<file path="src/rtl/tbcap_pkg.sv">
package tbcap_pkg;
  localparam int unsigned EVT_N = 4;
  localparam int unsigned SEL_W = 3;

  // event line positions inside the internal event vector
  localparam int unsigned EV_SYNC  = 0;
  localparam int unsigned EV_FFWD  = 1;
  localparam int unsigned EV_ILIM  = 2;
  localparam int unsigned EV_FAULT = 3;

  typedef enum logic [SEL_W-1:0] {
    SRC_SW_ONLY = 3'd0,
    SRC_SYNC    = 3'd1,
    SRC_FFWD    = 3'd2,
    SRC_ILIM    = 3'd3,
    SRC_FAULT   = 3'd4
  } src_code_e;

  // decode a source code into a one-hot enable mask over the event lines;
  // software-only and reserved codes enable nothing
  function automatic logic [EVT_N-1:0] src_mask(input logic [SEL_W-1:0] code);
    logic [EVT_N-1:0] m;
    m = '0;
    case (code)
      SRC_SYNC:  m[EV_SYNC]  = 1'b1;
      SRC_FFWD:  m[EV_FFWD]  = 1'b1;
      SRC_ILIM:  m[EV_ILIM]  = 1'b1;
      SRC_FAULT: m[EV_FAULT] = 1'b1;
      default:   m = '0;
    endcase
    return m;
  endfunction

  function automatic logic code_reserved(input logic [SEL_W-1:0] code);
    return code > SRC_FAULT;
  endfunction
endpackage

</file>
<file path="src/rtl/tcap_edge_detect.sv">
module tcap_edge_detect #(
  parameter int unsigned N = 4
) (
  input  logic         clk,
  input  logic         rst_n,
  input  logic [N-1:0] level_i,
  output logic [N-1:0] rise_o
);
  logic [N-1:0] prev_q;

  for (genvar g = 0; g < N; g++) begin : g_line
    // previous level resets high so a line already high at reset release
    // is not seen as an edge
    always_ff @(posedge clk) begin
      if (!rst_n) prev_q[g] <= 1'b1;
      else        prev_q[g] <= level_i[g];
    end
    assign rise_o[g] = level_i[g] & ~prev_q[g];
  end
endmodule

</file>
<file path="src/rtl/tcap_src_mux.sv">
module tcap_src_mux
  import tbcap_pkg::*;
(
  input  logic [SEL_W-1:0] sel_i,
  input  logic [EVT_N-1:0] rise_i,
  input  logic [EVT_N-1:0] level_i,
  output logic [EVT_N-1:0] mask_o,
  output logic             hw_fire_o,
  output logic             sel_level_o
);
  always_comb begin
    mask_o      = src_mask(sel_i);
    hw_fire_o   = |(rise_i & mask_o);
    sel_level_o = |(level_i & mask_o);
  end
endmodule

</file>
<file path="src/rtl/tcap_store.sv">
module tcap_store #(
  parameter int unsigned W = 16
) (
  input  logic         clk,
  input  logic         rst_n,
  input  logic         fire_i,
  input  logic         clr_i,
  input  logic [W-1:0] value_i,
  output logic [W-1:0] data_o,
  output logic         valid_o
);
  always_ff @(posedge clk) begin
    if (!rst_n) begin
      data_o  <= '0;
      valid_o <= 1'b0;
    end else begin
      if (fire_i) data_o <= value_i;
      // a capture in the same cycle as a clear keeps the flag set
      if (fire_i)     valid_o <= 1'b1;
      else if (clr_i) valid_o <= 1'b0;
    end
  end
endmodule

</file>
<file path="src/rtl/tbase_capture.sv">
module tbase_capture
  import tbcap_pkg::*;
#(
  parameter int unsigned TB_W = 16
) (
  input  logic            clk,
  input  logic            rst_n,
  input  logic [TB_W-1:0] tbase_i,
  input  logic            evt_sync_i,
  input  logic            evt_ffwd_i,
  input  logic            evt_ilim_i,
  input  logic            evt_fault_i,
  input  logic [2:0]      src_sel_i,
  input  logic            sw_cap_i,
  input  logic            valid_clr_i,
  output logic [TB_W-1:0] cap_data_o,
  output logic            cap_valid_o
);
  logic [EVT_N-1:0] evt_level;
  logic [EVT_N-1:0] evt_rise;
  logic [EVT_N-1:0] sel_mask;
  logic             hw_fire;
  logic             sel_level;
  logic             capture_fire;

  always_comb begin
    evt_level           = '0;
    evt_level[EV_SYNC]  = evt_sync_i;
    evt_level[EV_FFWD]  = evt_ffwd_i;
    evt_level[EV_ILIM]  = evt_ilim_i;
    evt_level[EV_FAULT] = evt_fault_i;
  end

  tcap_edge_detect #(.N(EVT_N)) u_edge (
    .clk     (clk),
    .rst_n   (rst_n),
    .level_i (evt_level),
    .rise_o  (evt_rise)
  );

  tcap_src_mux u_mux (
    .sel_i       (src_sel_i),
    .rise_i      (evt_rise),
    .level_i     (evt_level),
    .mask_o      (sel_mask),
    .hw_fire_o   (hw_fire),
    .sel_level_o (sel_level)
  );

  assign capture_fire = sw_cap_i | hw_fire;

  tcap_store #(.W(TB_W)) u_store (
    .clk     (clk),
    .rst_n   (rst_n),
    .fire_i  (capture_fire),
    .clr_i   (valid_clr_i),
    .value_i (tbase_i),
    .data_o  (cap_data_o),
    .valid_o (cap_valid_o)
  );
endmodule

</file>
<file path="config.mk">
export PLATFORM = sky130hd
export DESIGN_NAME = tbase_capture
export DESIGN_NICKNAME = d
export VERILOG_FILES = /design/src/rtl/tbcap_pkg.sv /design/src/rtl/tcap_edge_detect.sv /design/src/rtl/tcap_src_mux.sv /design/src/rtl/tcap_store.sv /design/src/rtl/tbase_capture.sv
export SDC_FILE = /design/constraint.sdc
export NUM_CORES = 1
export LEC_CHECK = 0
export ABC_AREA = 1
export ABC_CLOCK_PERIOD_IN_PS = 1350
export BUFFER_PORTS_ARGS = -buffer_cell sky130_fd_sc_hd__buf_4
export CAP_MARGIN = 30
export CORE_ASPECT_RATIO = 1.1
export CORE_UTILIZATION = 42
export CTS_CLUSTER_SIZE = 28
export DETAILED_ROUTE_END_ITERATION = 8
export PLACE_DENSITY_LB_ADDON = 0.08
export SETUP_SLACK_MARGIN = 0.5
export SYNTH_ARGS = -nofsm -noshare
export SYNTH_HDL_FRONTEND = slang
export SYNTH_SLANG_ARGS = --single-unit
</file>
<file path="constraint.sdc">
create_clock -name clk -period 1.35 [get_ports clk]
set_clock_uncertainty 0.05 [all_clocks]
set_input_delay 0.27 -clock clk [delete_from_list [all_inputs] [get_ports clk]]
set_output_delay 0.27 -clock clk [all_outputs]
set_load 0.02 [all_outputs]
</file>
Yosys cells after proc, flatten, opt, wreduce, memory -nomap -nowiden
Cells that the tools add are included.
{"block": "totals", "register_bits": 21, "output_inout_bits": 17, "elab_cells": 28, "in_bits": 27}
{"block": "op_classes", "n_eq_ne": 4, "reduce_logical": 2, "bitwise_logic": 10, "n_mux": 6}
{"op": "$eq A3 B2 Y1 const B", "count": 2}
{"op": "$mux W1", "count": 6}
{"op": "$and A1 B1 Y1", "count": 4}
{"op": "$and A4 B4 Y4", "count": 1}
{"op": "$not A1 Y1", "count": 4}
{"op": "$reduce_or A4 Y1", "count": 1}
{"op": "$eq A3 B1 Y1 const B", "count": 1}
{"op": "$eq A3 B3 Y1 const B", "count": 1}
{"op": "$reduce_bool A2 Y1", "count": 1}
{"op": "$or A1 B1 Y1", "count": 1}

Longest topological paths before layout
Gate-level depths: netlist of run 1.
{"block": "logic_depth", "ltp_word": 6, "ltp_mapped": 9, "mapped_depth_nobuf": 8}

Modules after synthesis
A second synthesis of run 1 with hierarchy kept.
{"block": "unflattened", "hier_cells": 117, "area_unflattened_um2": 853.3}
{"module": "tcap_store", "seq_area_each_um2": 340.3, "cells_per_inst": 73, "area_each_um2": 588.1, "n_inst": 1}
{"module": "tcap_edge_detect", "seq_area_each_um2": 80.1, "cells_per_inst": 16, "area_each_um2": 135.1, "n_inst": 1}
{"module": "tcap_src_mux", "seq_area_each_um2": 0.0, "cells_per_inst": 25, "area_each_um2": 118.9, "n_inst": 1}
{"module": "tbase_capture", "seq_area_each_um2": 0.0, "cells_per_inst": 3, "area_each_um2": 11.3, "n_inst": 1}

Worst setup path before layout of run 1
No wires, ideal clock.
{"block": "synth_path", "kind": "input -> register", "start": "input port evt_sync_i", "end": "register u_store.data_o[10]", "arrival_time_ps": 968, "path_buffers": 1, "path_stages": 8, "path_slack_ps": 219, "required_ps": 1187, "path_cell_list": "inv_1 -> nor2_1 -> nand2_1 -> a21oi_1 -> nor2_4 -> buf_6 -> nor2_1 -> nor2_1"}
{"block": "synth_between", "elab_chain_cells": 4}
{"element": "start, declared", "line_no": "tbase_capture.sv:9", "rtl": "input logic evt_sync_i,"}
{"element": "$and A1 B1 Y1", "line_no": "tcap_edge_detect.sv:18", "rtl": "assign rise_o[g] = level_i[g] & ~prev_q[g];"}
{"element": "$and A4 B4 Y4", "line_no": "tcap_src_mux.sv:13", "rtl": "hw_fire_o = |(rise_i & mask_o);"}
{"element": "$reduce_or A4 Y1", "line_no": "tcap_src_mux.sv:13"}
{"element": "$or A1 B1 Y1", "line_no": "tbase_capture.sv:50", "rtl": "assign capture_fire = sw_cap_i | hw_fire;"}
{"element": "end signal, assigned", "line_no": "tcap_store.sv:17", "rtl": "if (fire_i) data_o <= value_i;"}
{"element": "end, declared", "line_no": "tcap_store.sv:9", "rtl": "output logic [W-1:0] data_o,"}
No other way between the ends.
A chain may end at the register's enable or synchronous reset.

Worst setup path after layout of run 1
{"block": "layout_path", "start": "register u_edge.prev_q[1]", "end": "register u_store.data_o[11]"}
{"block": "layout_between", "elab_chain_cells": 5}
{"element": "start, declared", "line_no": "tcap_edge_detect.sv:9", "rtl": "logic [N-1:0] prev_q;"}
{"element": "start signal, assigned by index", "line_no": "tcap_edge_detect.sv:16", "rtl": "else prev_q[g] <= level_i[g];"}
{"element": "$not A1 Y1", "line_no": "tcap_edge_detect.sv:18"}
{"element": "$and A1 B1 Y1", "line_no": "tcap_edge_detect.sv:18"}
{"element": "$and A4 B4 Y4", "line_no": "tcap_src_mux.sv:13"}
{"element": "$reduce_or A4 Y1", "line_no": "tcap_src_mux.sv:13"}
{"element": "$or A1 B1 Y1", "line_no": "tbase_capture.sv:50"}
No other way between the ends.

==> results.md, run 1 <==
Setup path:
- The buffering stage count on the worst path with inverters included is 2.
- The largest incremental delay on the critical path is ~0.32 ns.
- The worst setup path is captured at a flip-flop.
- The reg-to-reg setup timing slack is 0.21 ns.
- The worst path arrival time is between 1 and 1.5 ns.
- The required time of the critical path is approximately 1.5 ns.
- The kind of cell with the highest combined delay along the critical path is flip-flops.
- The classification of the worst setup path is reg2reg.
- In this run the worst path has a maximum fanout of 10.
- The cell at the slowest stage of the critical path is dfxtp_1.
- Walking the worst path, the cells encountered are inv_1, nand3_2, a21oi_4, nor2_4, buf_12, nor2_2, nor2_1.
- The category of the worst setup path launch point is a flip-flop.

GRT:
- The overflow left after global routing is 0.
- The number of global-route vias before repair is 836.
- Entering global routing, the biggest net connects 22 pins.
- The overall fraction of global-route tracks in use is 19.2%.
- The wire length of the first global-routing pass is around 3500 um.
- The number of antenna violations at the first check in global routing was 0.

STA:
- Across all hold checks on the routed design, the worst slack comes to 0.103 ns.
- The number of hold violations in the final report was 0.
- The highest clock frequency the design can meet is slightly below 900 MHz.
- Setup repair after global routing could not meet its margin everywhere.
- The slew at the pin closest to its max-slew limit is approximately 0.22 ns.
- After routing, the total negative slack on setup checks comes to 0 ns.
- The max-slew violation count is 0.
- In this run the tightest slew margin relative to its limit is 85.2%.
- The final cycle utilization of the critical path is between 80% and 90%.
- Subtracting the final worst setup slack from the clock period gives 1.14 ns.
- Setup violations remaining at the end of the flow were counted as 0.

Detailed routing:
- The pre-antenna-repair detailed-routing pass consisted of 4 iterations.
- The number of remaining DRC errors is 0.
- The total number of vias is 1016.
- In this run, the number of DRC markers left after iteration 0 of detailed routing was 12.
- Dividing the detail-routed via count by the number of cells gives between 4 and 5.
- The total length of routed wires is ~2200 um.
- Dividing the detail-routed wire length by the instance count gives 9.97 um.
- The post-detailed-route count of antenna-violating nets is 0.

Cells and area:
- The antenna cell count is 0.
- The core occupancy in the finished layout is between 70 and 80%.
- For this run, the post-layout net count is 220.
- The share of layout cells above drive strength 1 is roughly 52%.
- The count of non-filler cells in the finished layout is 220.
- Once layout is done, the placed cells without fillers occupy 1570 um2.
- Compared with the post-synthesis result, the final layout area differs by 64.1%.

Yosys:
- The mux cell area share after synthesis is 0%.
- Counting flops with a built-in enable in the synthesized netlist gives 0.
- In this run the cell area of the synthesized design comes to between 900 and 1000 um2.
- By count the netlist is led by 37 x nor2_1, 29 x nand2_1, 27 x inv_1, 21 x dfxtp_1, 17 x nand3_1.
- Synthesis produced about 140 cells.
- The main combinational cell family by area after synthesis is simple AND/OR/NAND/NOR gates.
- The mean cell area of the mapped netlist is 6.64 um2.
- The count of different cell masters after synthesis is 14.
- The fraction of synthesis flops using an asynchronous set or reset pin is 0%.
- The total nets after synthesis is roughly 170.
- The synthesized design devotes to its leading area cell type between 40% and 50% of total area.
- The post-synthesis sequential element count is 21.
- For this run, the leading register cell type out of synthesis is dfxtp_1.
- Summing the areas of all compound-gate instances in the mapped netlist gives under 10% of the synthesized area.
- The cell taking the most area after synthesis is dfxtp_1.
- The sequential cell area fraction in the yosys report is between 40% and 50%.
- The xor/xnor share of the synthesized area is 0%.
- The Yosys step of the flow raised 0 warnings.
- The share of synthesized cell area in and, or, nand and nor gates is about two fifths.
- The arithmetic-cell share of the synthesized area counting full adders, half adders and majority gates is 0%.
- nor2_1 is the most common cell in the netlist.
- By area the synthesized netlist is led by dfxtp_1 44%, nor2_1 15%, nand2_1 11%, inv_1 11%, nand3_1 8.9%.

Power:
- In this run the power density over the cells is about 900 nW/um2.
- The analysis attributes to cell leakage a power of around 0.82 nW.
- IR analysis of the VDD net gives a maximum drop of ~0.78 mV.

Floorplan:
- The standard-cell row count is 17.
- The die is 47.5 um wide.
- The die height is ~52 um.
- The effective utilization at floorplan is about 46%.
- The core area is roughly 2100 um2.
- The area of the die is approximately 2500 um2.
- The number of top-level pins is 44.

Placement:
- The HPWL after detailed placement is 1510 um.
- The placed cell count is 212.
- Buffers placed on the I/O ports in this run total 43.
- Routability-driven placement finished with a final weighted congestion of 0.754.
- The instance area at placement is about 1300 um2.

Clock network:
- Clock latency on the worst-skew pair, taken at its later pin, is around 0.29 ns.
- The clock edge transition at the registers on the reported setup and hold paths is around 0.11 ns.
- The maximum buffer depth of the clock tree is 2.
- In this run the number of H-tree levels came out at 1.
- The TritonCTS clock tree is yes.
- The cell at the root of the clock tree is clkbuf_4.
- The number of buffers created by CTS is 3.
- The number of hold buffers added after CTS was 0.
- The clock net in this run drives a total of 21 sinks.

Run:
- The tool flagged a number of max-cap violations equal to 0.

Worst hold path:
- The type of the tightest min-delay check is in2reg.

Outcome:
- The run finished with clean final reports.
[per-layer routing]
metal,vias up,part of all wire [%],wire [um],track usage [%]
li1,517,-,-,-
met1,462,41,909,24.0
met2,35,52,1140,32.9
met3,2,5.8,127,3.13
met4,0,0.64,14,5.71
met5,-,0,0,0
[final timing paths]
| kind | start | endpoint | depth (start not counted) |
|---|---|---|---|
| hold / removal | evt_ilim_i | u_edge.prev_q[2]$_SDFF_PN1_ | 3 |
| setup / recovery | u_edge.prev_q[1]$_SDFF_PN1_ | u_store.data_o[11]$_SDFFE_PN0P_ | 7 |
| setup reg to reg | u_edge.prev_q[1]$_SDFF_PN1_ | u_store.data_o[11]$_SDFFE_PN0P_ | 7 |
| hold reg to reg | u_store.data_o[8]$_SDFFE_PN0P_ | u_store.data_o[8]$_SDFFE_PN0P_ | 4 |
[stage by stage]
stage                     setup slack (ns)  total power (W)
after floorplan                      0.281         0.000889
after global placement              0.0153          0.00104
after detailed placement           0.00240          0.00104
after CTS                            0.233          0.00139
after global routing                 0.111          0.00150
final                                0.213          0.00141
[where the power goes]
group	internal, W	total (W)	switching, W
sequential	0.000675	0.000704	0.0000294
combinational	0.000211	0.000411	0.000200
clock	0.000115	0.000294	0.000179
total	0.00100	0.00141	0.000408
[registers in the layout, indices dropped and copies added, names as in the netlist]
name / cells
u_store.valid_o: 1
u_store.data_o: 16
u_edge.prev_q: 4
[tightest hold or removal path: stages]
cell and delay (ns):
buf_4 0.08, inv_2 0.03, nand2_1 0.04
[logic make-up after synthesis]
logic type,Yosys count
simple gates,88
buf+inv,33
flops,21
compound gates,2
[area by class of cell]
type | instances | area (um2)
flip-flops and latches | 21 | 442
inverters | 28 | 113
fillers | 174 | 515
multi-input cells | 90 | 493
repair buffers | 49 | 460
clock buffers | 4 | 26.3
well taps | 28 | 35.0
[cell usage in the layout, fill, tap and decap left out, types with 5 or more instances in the layout]
| cell type | n |
|---|---|
| nor2_1 | 21 |
| nor2_2 | 13 |
| dfxtp_2 | 17 |
| buf_6 | 18 |
| nand3_1 | 16 |
| nor2_4 | 5 |
| inv_1 | 25 |
| nand2_1 | 25 |
| buf_4 | 29 |
[timing repair]
item | CTS | global route
gates cloned | 0 | 0
setup endpoints to repair | 34 | 34
pin swaps | 4 | 2
hold endpoints to repair | 0 | 0
gates resized for setup | 38 | 18
setup buffers | 1 | 3
Power figures use the tool's default switching activity.
==> run 2, diff against run 1 <==
--- a/config.mk
+++ b/config.mk
@@ -6,7 +6,7 @@
 export NUM_CORES = 1
 export LEC_CHECK = 0
 export ABC_AREA = 1
-export ABC_CLOCK_PERIOD_IN_PS = 1350
+export ABC_CLOCK_PERIOD_IN_PS = 1200
 export BUFFER_PORTS_ARGS = -buffer_cell sky130_fd_sc_hd__buf_4
 export CAP_MARGIN = 30
 export CORE_ASPECT_RATIO = 1.1
==> constraint.sdc (replaced) <==
create_clock -name clk -period 1.2 [get_ports clk]
set_clock_uncertainty 0.05 [all_clocks]
set_input_delay 0.24 -clock clk [delete_from_list [all_inputs] [get_ports clk]]
set_output_delay 0.24 -clock clk [all_outputs]
set_load 0.02 [all_outputs]
==> run 2 against run 1 <==
  * Sequential share of layout area decreased by 1.3 points
  * Final cell count unchanged
  * Die area unchanged
  * Via count increased by 1.4%
  * Global-route usage increased by 2.2 points
==> results.md, run 2 (synthesized netlist as in run 1, its figures left out) <==
Cells and area:
- The register name with the most flops is u_store.data_o.
- The most common library cell in the layout ignoring fill and taps is buf_4.
- The share of layout cells above drive strength 1 is between 50% and 60%.
- The finished layout holds 220 standard cells, fillers aside.
- In the final layout, the registers with the most flip-flops are u_store.data_o: 16 flops, u_edge.prev_q: 4 flops, u_store.valid_o: 1 flops.
- The antenna cell count is 0.
- The flip-flop count of the largest register after layout is 16.
- The final layout contains 220 nets.
- Compared with the post-synthesis result, the final layout area differs by 72.6%.
- The top cell types in the final layout, fill and taps aside, are 27 x buf_4, 24 x inv_1, 23 x nand2_1.

Setup path:
- The category of the worst setup path launch point is a flip-flop.
- The required time of the critical path is 1.37 ns.
- The nature of the critical path endpoint is a flip-flop.
- In this design, the stage delay of the slowest critical-path cell is 0.34 ns.
- The critical path in this run is classified as reg2reg.
- The most common cell type on the critical path is nand2_2.
- In this run the worst path has a maximum fanout of 10.
- The critical path goes through nor2_1, nand2_2, nand3_2, nor2_4, buf_12, nand2_2, nand2_1, inv_1.
- The worst path arrival time is about 1.3 ns.
- The slowest stage of the critical path belongs to the cell dfxtp_1.

Detailed routing:
- The count of nets left with antenna violations once routing finished came out at 0.
- The average detailed-routed wire length per instance is between 10 and 15 um.
- The detailed router's first-iteration violation count is 8.
- Using the TritonRoute via totals, the vias-per-cell ratio works out to 4.68.
- The number of remaining DRC errors is 0.
- The first detailed-routing pass took 4 iterations.
- The total number of vias is 1030.
- Wires add up to 2650 um.

STA:
- Adding up every negative setup slack in the final design gives 0 ns.
- For the pin with the worst max-slew slack, the measured transition is 0.226 ns.
- In the finished design, the share of the clock period the worst path needs comes to 96.1%.
- The number of hold violations in the final report is 0.
- The minimum clock period after layout is about 1.2 ns.
- The final count of negative-setup-slack endpoints is 0.
- Setup repair after global routing could not meet its margin everywhere.
- The max-slew violation count is 0.
- The highest clock frequency the design can meet is 867 MHz.
- The worst slew slack as a fraction of its limit is about 85%.

Outcome:
- The run finished with clean final reports.

Clock network:
- The deepest level of the CTS H-tree is 1.
- Clock latency on the worst-skew pair, taken at its later pin, is just over 0.3 ns.
- Hold repair after CTS inserted 0 buffers.
- The root buffer cell chosen for the clock tree is clkbuf_4.
- Buffers inserted during clock tree synthesis total 3.
- The TritonCTS clock tree is yes.
- The clock sink count is 21.
- The clock edge transition at the registers on the reported setup and hold paths is between 0.1 and 0.15 ns.
- The longest clock path from root to sink contains 2 buffers.

Floorplan:
- 44 I/O pins were placed.
- The floorplan step defined a die boundary enclosing approximately 2500 um2.
- The die height is 52.0 um.
- In this run the core area contains 17 standard-cell rows.
- The core area is between 2000 and 2500 um2.
- The die is between 40 and 50 um wide.
- For this configuration, the core starts out at a cell density of a little under half.

Placement:
- Counting tap cells, the placed design contains a total of between 200 and 250 instances.
- Port buffering added 43 buffers.
- The HPWL after detailed placement is between 1500 and 2000 um.
- At the end of routability-driven placement, the weighted congestion stood at between 0.6 and 0.7.

GRT:
- The largest net degree at the start of global routing is 22.
- Global routing finished with a remaining overflow of 0.
- The number of antenna violations at the first check in global routing was 0.
- The first global-routing pass estimated around 3700 um of wire.
- The number of global-route vias before repair is ~920.
- Global routing used between 20% and 30% of the available tracks.

Run:
- The number of max-cap violations is 0.

Worst hold path:
- The type of the tightest min-delay check is in2reg.

Power:
- The worst supply voltage drop on vdd is around 0.91 mV.
- The analysis attributes to cell leakage a power of 0.861 nW.
- In this run the power density over the cells is ~1000 nW/um2.
==> run 2: area by class of cell <==
cell class	count	area, um2
multi-input cells	91	569
repair buffers	48	470
flip-flops and latches	21	443
fillers	162	434
inverters	28	105
well taps	28	35.0
clock buffers	3	22.5
clock inverters	1	5.00
==> run 2: what timing repair did <==
item | CTS | global route
setup endpoints to repair | 34 | 34
gates cloned | 0 | 2
gates resized for setup | 39 | 27
setup buffers | 0 | 1
pin swaps | 4 | 2
endpoints found under the hold margin | 0 | 0
==> run 2: through the flow <==
| step | worst slack (ns) | area (um2) | power, W | util, % | hold slack [ns] |
|---|---|---|---|---|---|
| finish | 0.0464 | 1650 | 0.00165 | 79.2 | 0.0477 |
| global route | -0.0345 | 1650 | 0.00172 | 79.2 | 0.0475 |
| CTS | 0.0775 | 1510 | 0.00159 | 72.3 | 0.0370 |
| detailed placement | -0.0842 | 1370 | 0.00119 | 65.5 | 0.374 |
| global placement | -0.0386 | 1370 | 0.00118 | 65.5 | 0.367 |
| floorplan | 0.156 | 1000 | 0.00100 | - | 0.272 |
==> run 2: metal layers <==
layer  track usage [%]  vias to the layer above  wire, um
li1                  -                      518         -
met1              23.6                      479      1110
met2              37.7                       31      1400
met3              4.17                        2       125
met4              10.0                        0        17
met5                 0                        -         0
==> run 2: worst max-delay path: cells and delay by family, from the launching register on <==
kind / cells / cell delay (ns)
buffers and inverters: 2 / 0.19
flip-flops: 1 / 0.34
AND/OR/NAND/NOR: 6 / 0.48
==> run 2: final timing paths <==
path	startpoint	end	slack, ns	depth (start not counted)
worst max register to register	u_edge.prev_q[2]$_SDFF_PN1_	u_store.valid_o$_SDFFE_PN0P_	0.05	8
worst min-delay path	evt_sync_i	u_edge.prev_q[0]$_SDFF_PN1_	0.05	3
worst max-delay path	u_edge.prev_q[2]$_SDFF_PN1_	u_store.valid_o$_SDFFE_PN0P_	0.05	8
worst min register to register	u_store.data_o[5]$_SDFFE_PN0P_	u_store.data_o[5]$_SDFFE_PN0P_	0.51	4
==> run 2: power by group <==
| part | switching [W] | leakage [nW] | internal, W |
|---|---|---|---|
| logic | 0.000249 | 0.664 | 0.000247 |
| clock network | 0.000235 | 0.0177 | 0.000125 |
| registers | 0.0000344 | 0.179 | 0.000760 |
| total | 0.000519 | 0.861 | 0.00113 |
==> run 3, diff against run 2 <==
--- a/config.mk
+++ b/config.mk
@@ -10,7 +10,7 @@
 export BUFFER_PORTS_ARGS = -buffer_cell sky130_fd_sc_hd__buf_4
 export CAP_MARGIN = 30
 export CORE_ASPECT_RATIO = 1.1
-export CORE_UTILIZATION = 42
+export CORE_UTILIZATION = 25
 export CTS_CLUSTER_SIZE = 28
 export DETAILED_ROUTE_END_ITERATION = 8
 export PLACE_DENSITY_LB_ADDON = 0.08
==> run 3 against run 2 <==
  * Via count decreased by 5.4%
  * Sequential power hardly changed
  * Final area is 1.8% lower
  * Worst setup slack better by 0.027 ns
==> results.md, run 3 (synthesized netlist as in run 1, its figures left out) <==
STA:
- The final worst slack is between 0.07 and 0.08 ns.
- The max-slew violation count is 0.
- Setup repair after global routing could not meet its margin everywhere.
- The number of hold violations in the final report is 0.
- Setup violations remaining at the end of the flow were counted as 0.
- After layout, the minimum clock period comes to between 1 and 1.5 ns.
- The final critical path takes up between 90% and 100% of the cycle.
- The slew at the pin closest to its max-slew limit is between 0.2 and 0.25 ns.
- The setup TNS is 0 ns.
- The highest clock frequency the design can meet is 887 MHz.
- In this run the tightest slew margin relative to its limit is 84.7%.

Detailed routing:
- Summed over all layers, the routed wires come to 2420 um.
- The total number of vias is between 900 and 1000.
- In this run the remaining antenna-violating nets after routing total 0.
- The first routing iteration left 30 violations.
- In the routed design, unresolved DRC markers number 0.
- In the routed layout, each cell is associated on average with a via count of about 4.
- After detailed routing, the average wire length per cell comes to between 10 and 15 um.
- The first TritonRoute pass finished after 4 iterations.

Power:
- The power density over cell area is 1060 nW/um2.
- The total chip power is ~0.0017 W.
- The leakage power total is just over 0.8 nW.
- The worst supply voltage drop on vdd is 0.448 mV.

Clock network:
- The clock edge transition at the registers on the reported setup and hold paths is 0.08 ns.
- CTS built an H-tree with a depth of 1.
- The cts-stage hold buffer count is 0.
- Counting every sink on the clock net gives 21.
- Buffers inserted during clock tree synthesis total 3.
- The TritonCTS clock tree is yes.
- The clock reaches the later pin of the worst-skew pair after about 0.26 ns.
- The tree is rooted in a clkbuf_8.
- The maximum buffer depth of the clock tree is 2.

Cells and area:
- In the final layout, flip-flops and latches occupy 445 um2.
- The synthesis-to-finish area growth is 69.5%.
- u_store.data_o holds more flip-flops than any other register.
- The final net count is ~220.
- The flip-flop count of the largest register after layout is 16.
- In the final layout, the multi-input gates occupy around 510 um2.
- The number of antenna diodes in the final layout is 0.
- The share of layout cells above drive strength 1 is a little over half.
- The most common library cell in the layout ignoring fill and taps is buf_4.
- In the final layout, the registers with the most flip-flops are u_store.data_o: 16 flops, u_edge.prev_q: 4 flops, u_store.valid_o: 1 flops.
- The filler cell count in the final layout is 400.
- In the layout the commonest cells are 27 x buf_4, 25 x nand2_1, 24 x inv_1.
- The finished cells cover 1620 um2.

Setup path:
- In this run the critical register-to-register path is captured at u_store.valid_o$_SDFFE_PN0P_.
- The biggest fanout along the worst timing path is 4.
- The setup check on the worst reg-to-reg path leaves a slack of 0.07 ns.
- The number of cells on the worst reg-to-reg path is 8.
- The worst path arrival time is roughly 1.2 ns.
- The worst setup path is launched from a flip-flop.
- In this run the critical register-to-register path is launched from u_edge.prev_q[2]$_SDFF_PN1_.
- The nature of the critical path endpoint is a flip-flop.
- The required time of the critical path is 1.31 ns.
- The critical path in this run is classified as reg2reg.

GRT:
- The met1 track utilization from global routing is 16.5%.
- The largest net degree at the start of global routing is 22.
- The overflow left after global routing is 0.
- The number of global-route vias before repair came to roughly 930.
- The global-route layer with the greatest usage is met2.
- The overall fraction of global-route tracks in use is about an eighth.
- The wire length of the first global-routing pass is 3960 um.
- Global routing used about 22% of the available met2 tracks.
- Global routing used about 2.3% of the available met3 tracks.
- The number of antenna violations at the first check in global routing is 0.

Worst hold path:
- The terminating pin of the worst hold path is u_edge.prev_q[3]$_SDFF_PN1_.
- In this run the most critical hold path is launched from evt_fault_i.
- Counting instances, the worst hold path has a depth of 3.
- The type of the tightest min-delay check is in2reg.

Floorplan:
- The core area is 3650 um2.
- The number of top-level pins is 44.
- From bottom edge to top edge, the die measures between 60 and 70 um.
- The die is just over 60 um wide.
- For this configuration, the core starts out at a cell density of between 20% and 30%.
- The standard-cell row count is 23.
- The area of the die is between 4000 and 5000 um2.

Placement:
- OpenSTA, run right after detailed placement, puts the worst setup slack at -0.0851 ns.
- At the end of routability-driven placement, the weighted congestion stood at between 0.7 and 0.8.
- After legalization and detailed placement, the total HPWL measured about 1700 um.
- The count of buffers inserted at the top-level ports is 43.
- The instance area at placement is 1390 um2.

Run:
- Max-cap violations in this run came to 0.

Outcome:
- The flow ran to the end, and the final reports show no timing, DRC or antenna violations.
==> run 3: cell types whose count changed in the layout (fill, tap and decap cells not counted), moves of 3 or more <==
cell      previous run  this run
nand3_1              6        16
nand3_2             12         2
clkbuf_4             3         0
clkbuf_8             0         3
==> run 3: critical path, stage by stage (launching register included) <==
cell     delay (ns)
dfxtp_2        0.33
nor2_2         0.04
nand2_2        0.08
nand3_2        0.09
nor2_4         0.17
buf_6          0.15
nand2_2        0.04
nand2_1        0.05
inv_1          0.03
==> run 3: metal layers <==
layer | vias to the layer above | wire (um)
met5 | - | 0
li1 | 514 | -
met1 | 432 | 1080
met3 | 2 | 118
met2 | 26 | 1200
met4 | 0 | 18
==> run 3: final cells by class <==
class                           count  share of cell area, %
Clock buffer                        4                   2.78
Multi-Input combinational cell     90                   31.5
Timing Repair Buffer               48                   27.9
Tap cell                           50                   3.86
Sequential cell                    21                   27.5
Inverter                           28                   6.49
==> run 3: worst max-delay path by stage <==
| stage | startpoint | cells after the start | to | slack (ns) |
|---|---|---|---|---|
| final | u_edge.prev_q[2]$_SDFF_PN1_ | 8 | u_store.valid_o$_SDFFE_PN0P_ | 0.07 |
| after global routing | u_edge.prev_q[2]$_SDFF_PN1_ | 7 | u_store.data_o[10]$_SDFFE_PN0P_ | 0.02 |
| after CTS | u_edge.prev_q[1]$_SDFF_PN1_ | 7 | u_store.data_o[6]$_SDFFE_PN0P_ | 0.1 |
| after detailed placement | src_sel_i[1] | 8 | u_store.data_o[1]$_SDFFE_PN0P_ | -0.09 |
| after global placement | src_sel_i[1] | 8 | u_store.data_o[1]$_SDFFE_PN0P_ | -0.07 |
| after floorplan | u_edge.prev_q[1]$_SDFF_PN1_ | 7 | u_store.data_o[10]$_SDFFE_PN0P_ | 0.16 |
==> run 3: report_power, final <==
part	switching, W	internal (W)	total (W)
clock network	0.000224	0.000236	0.000460
registers	0.0000347	0.000760	0.000795
logic	0.000227	0.000236	0.000463
==> run 3: what timing repair did <==
item,in CTS,in global routing
setup endpoints to repair,34,34
resized for setup,45,16
setup buffers,0,1
pin swaps,6,15
==> run 3: per-stage QoR <==
| stage | hold slack, ns | std cells | utilization [%] |
|---|---|---|---|
| 2_1_floorplan | 0.272 | 144 | - |
| 3_3_place_gp | 0.367 | 236 | 38.0 |
| 3_5_place_dp | 0.370 | 236 | 38.0 |
| 4_1_cts | 0.102 | 240 | 42.8 |
| 5_1_grt | 0.109 | 241 | 44.3 |
| 6_report | 0.109 | 241 | 44.3 |
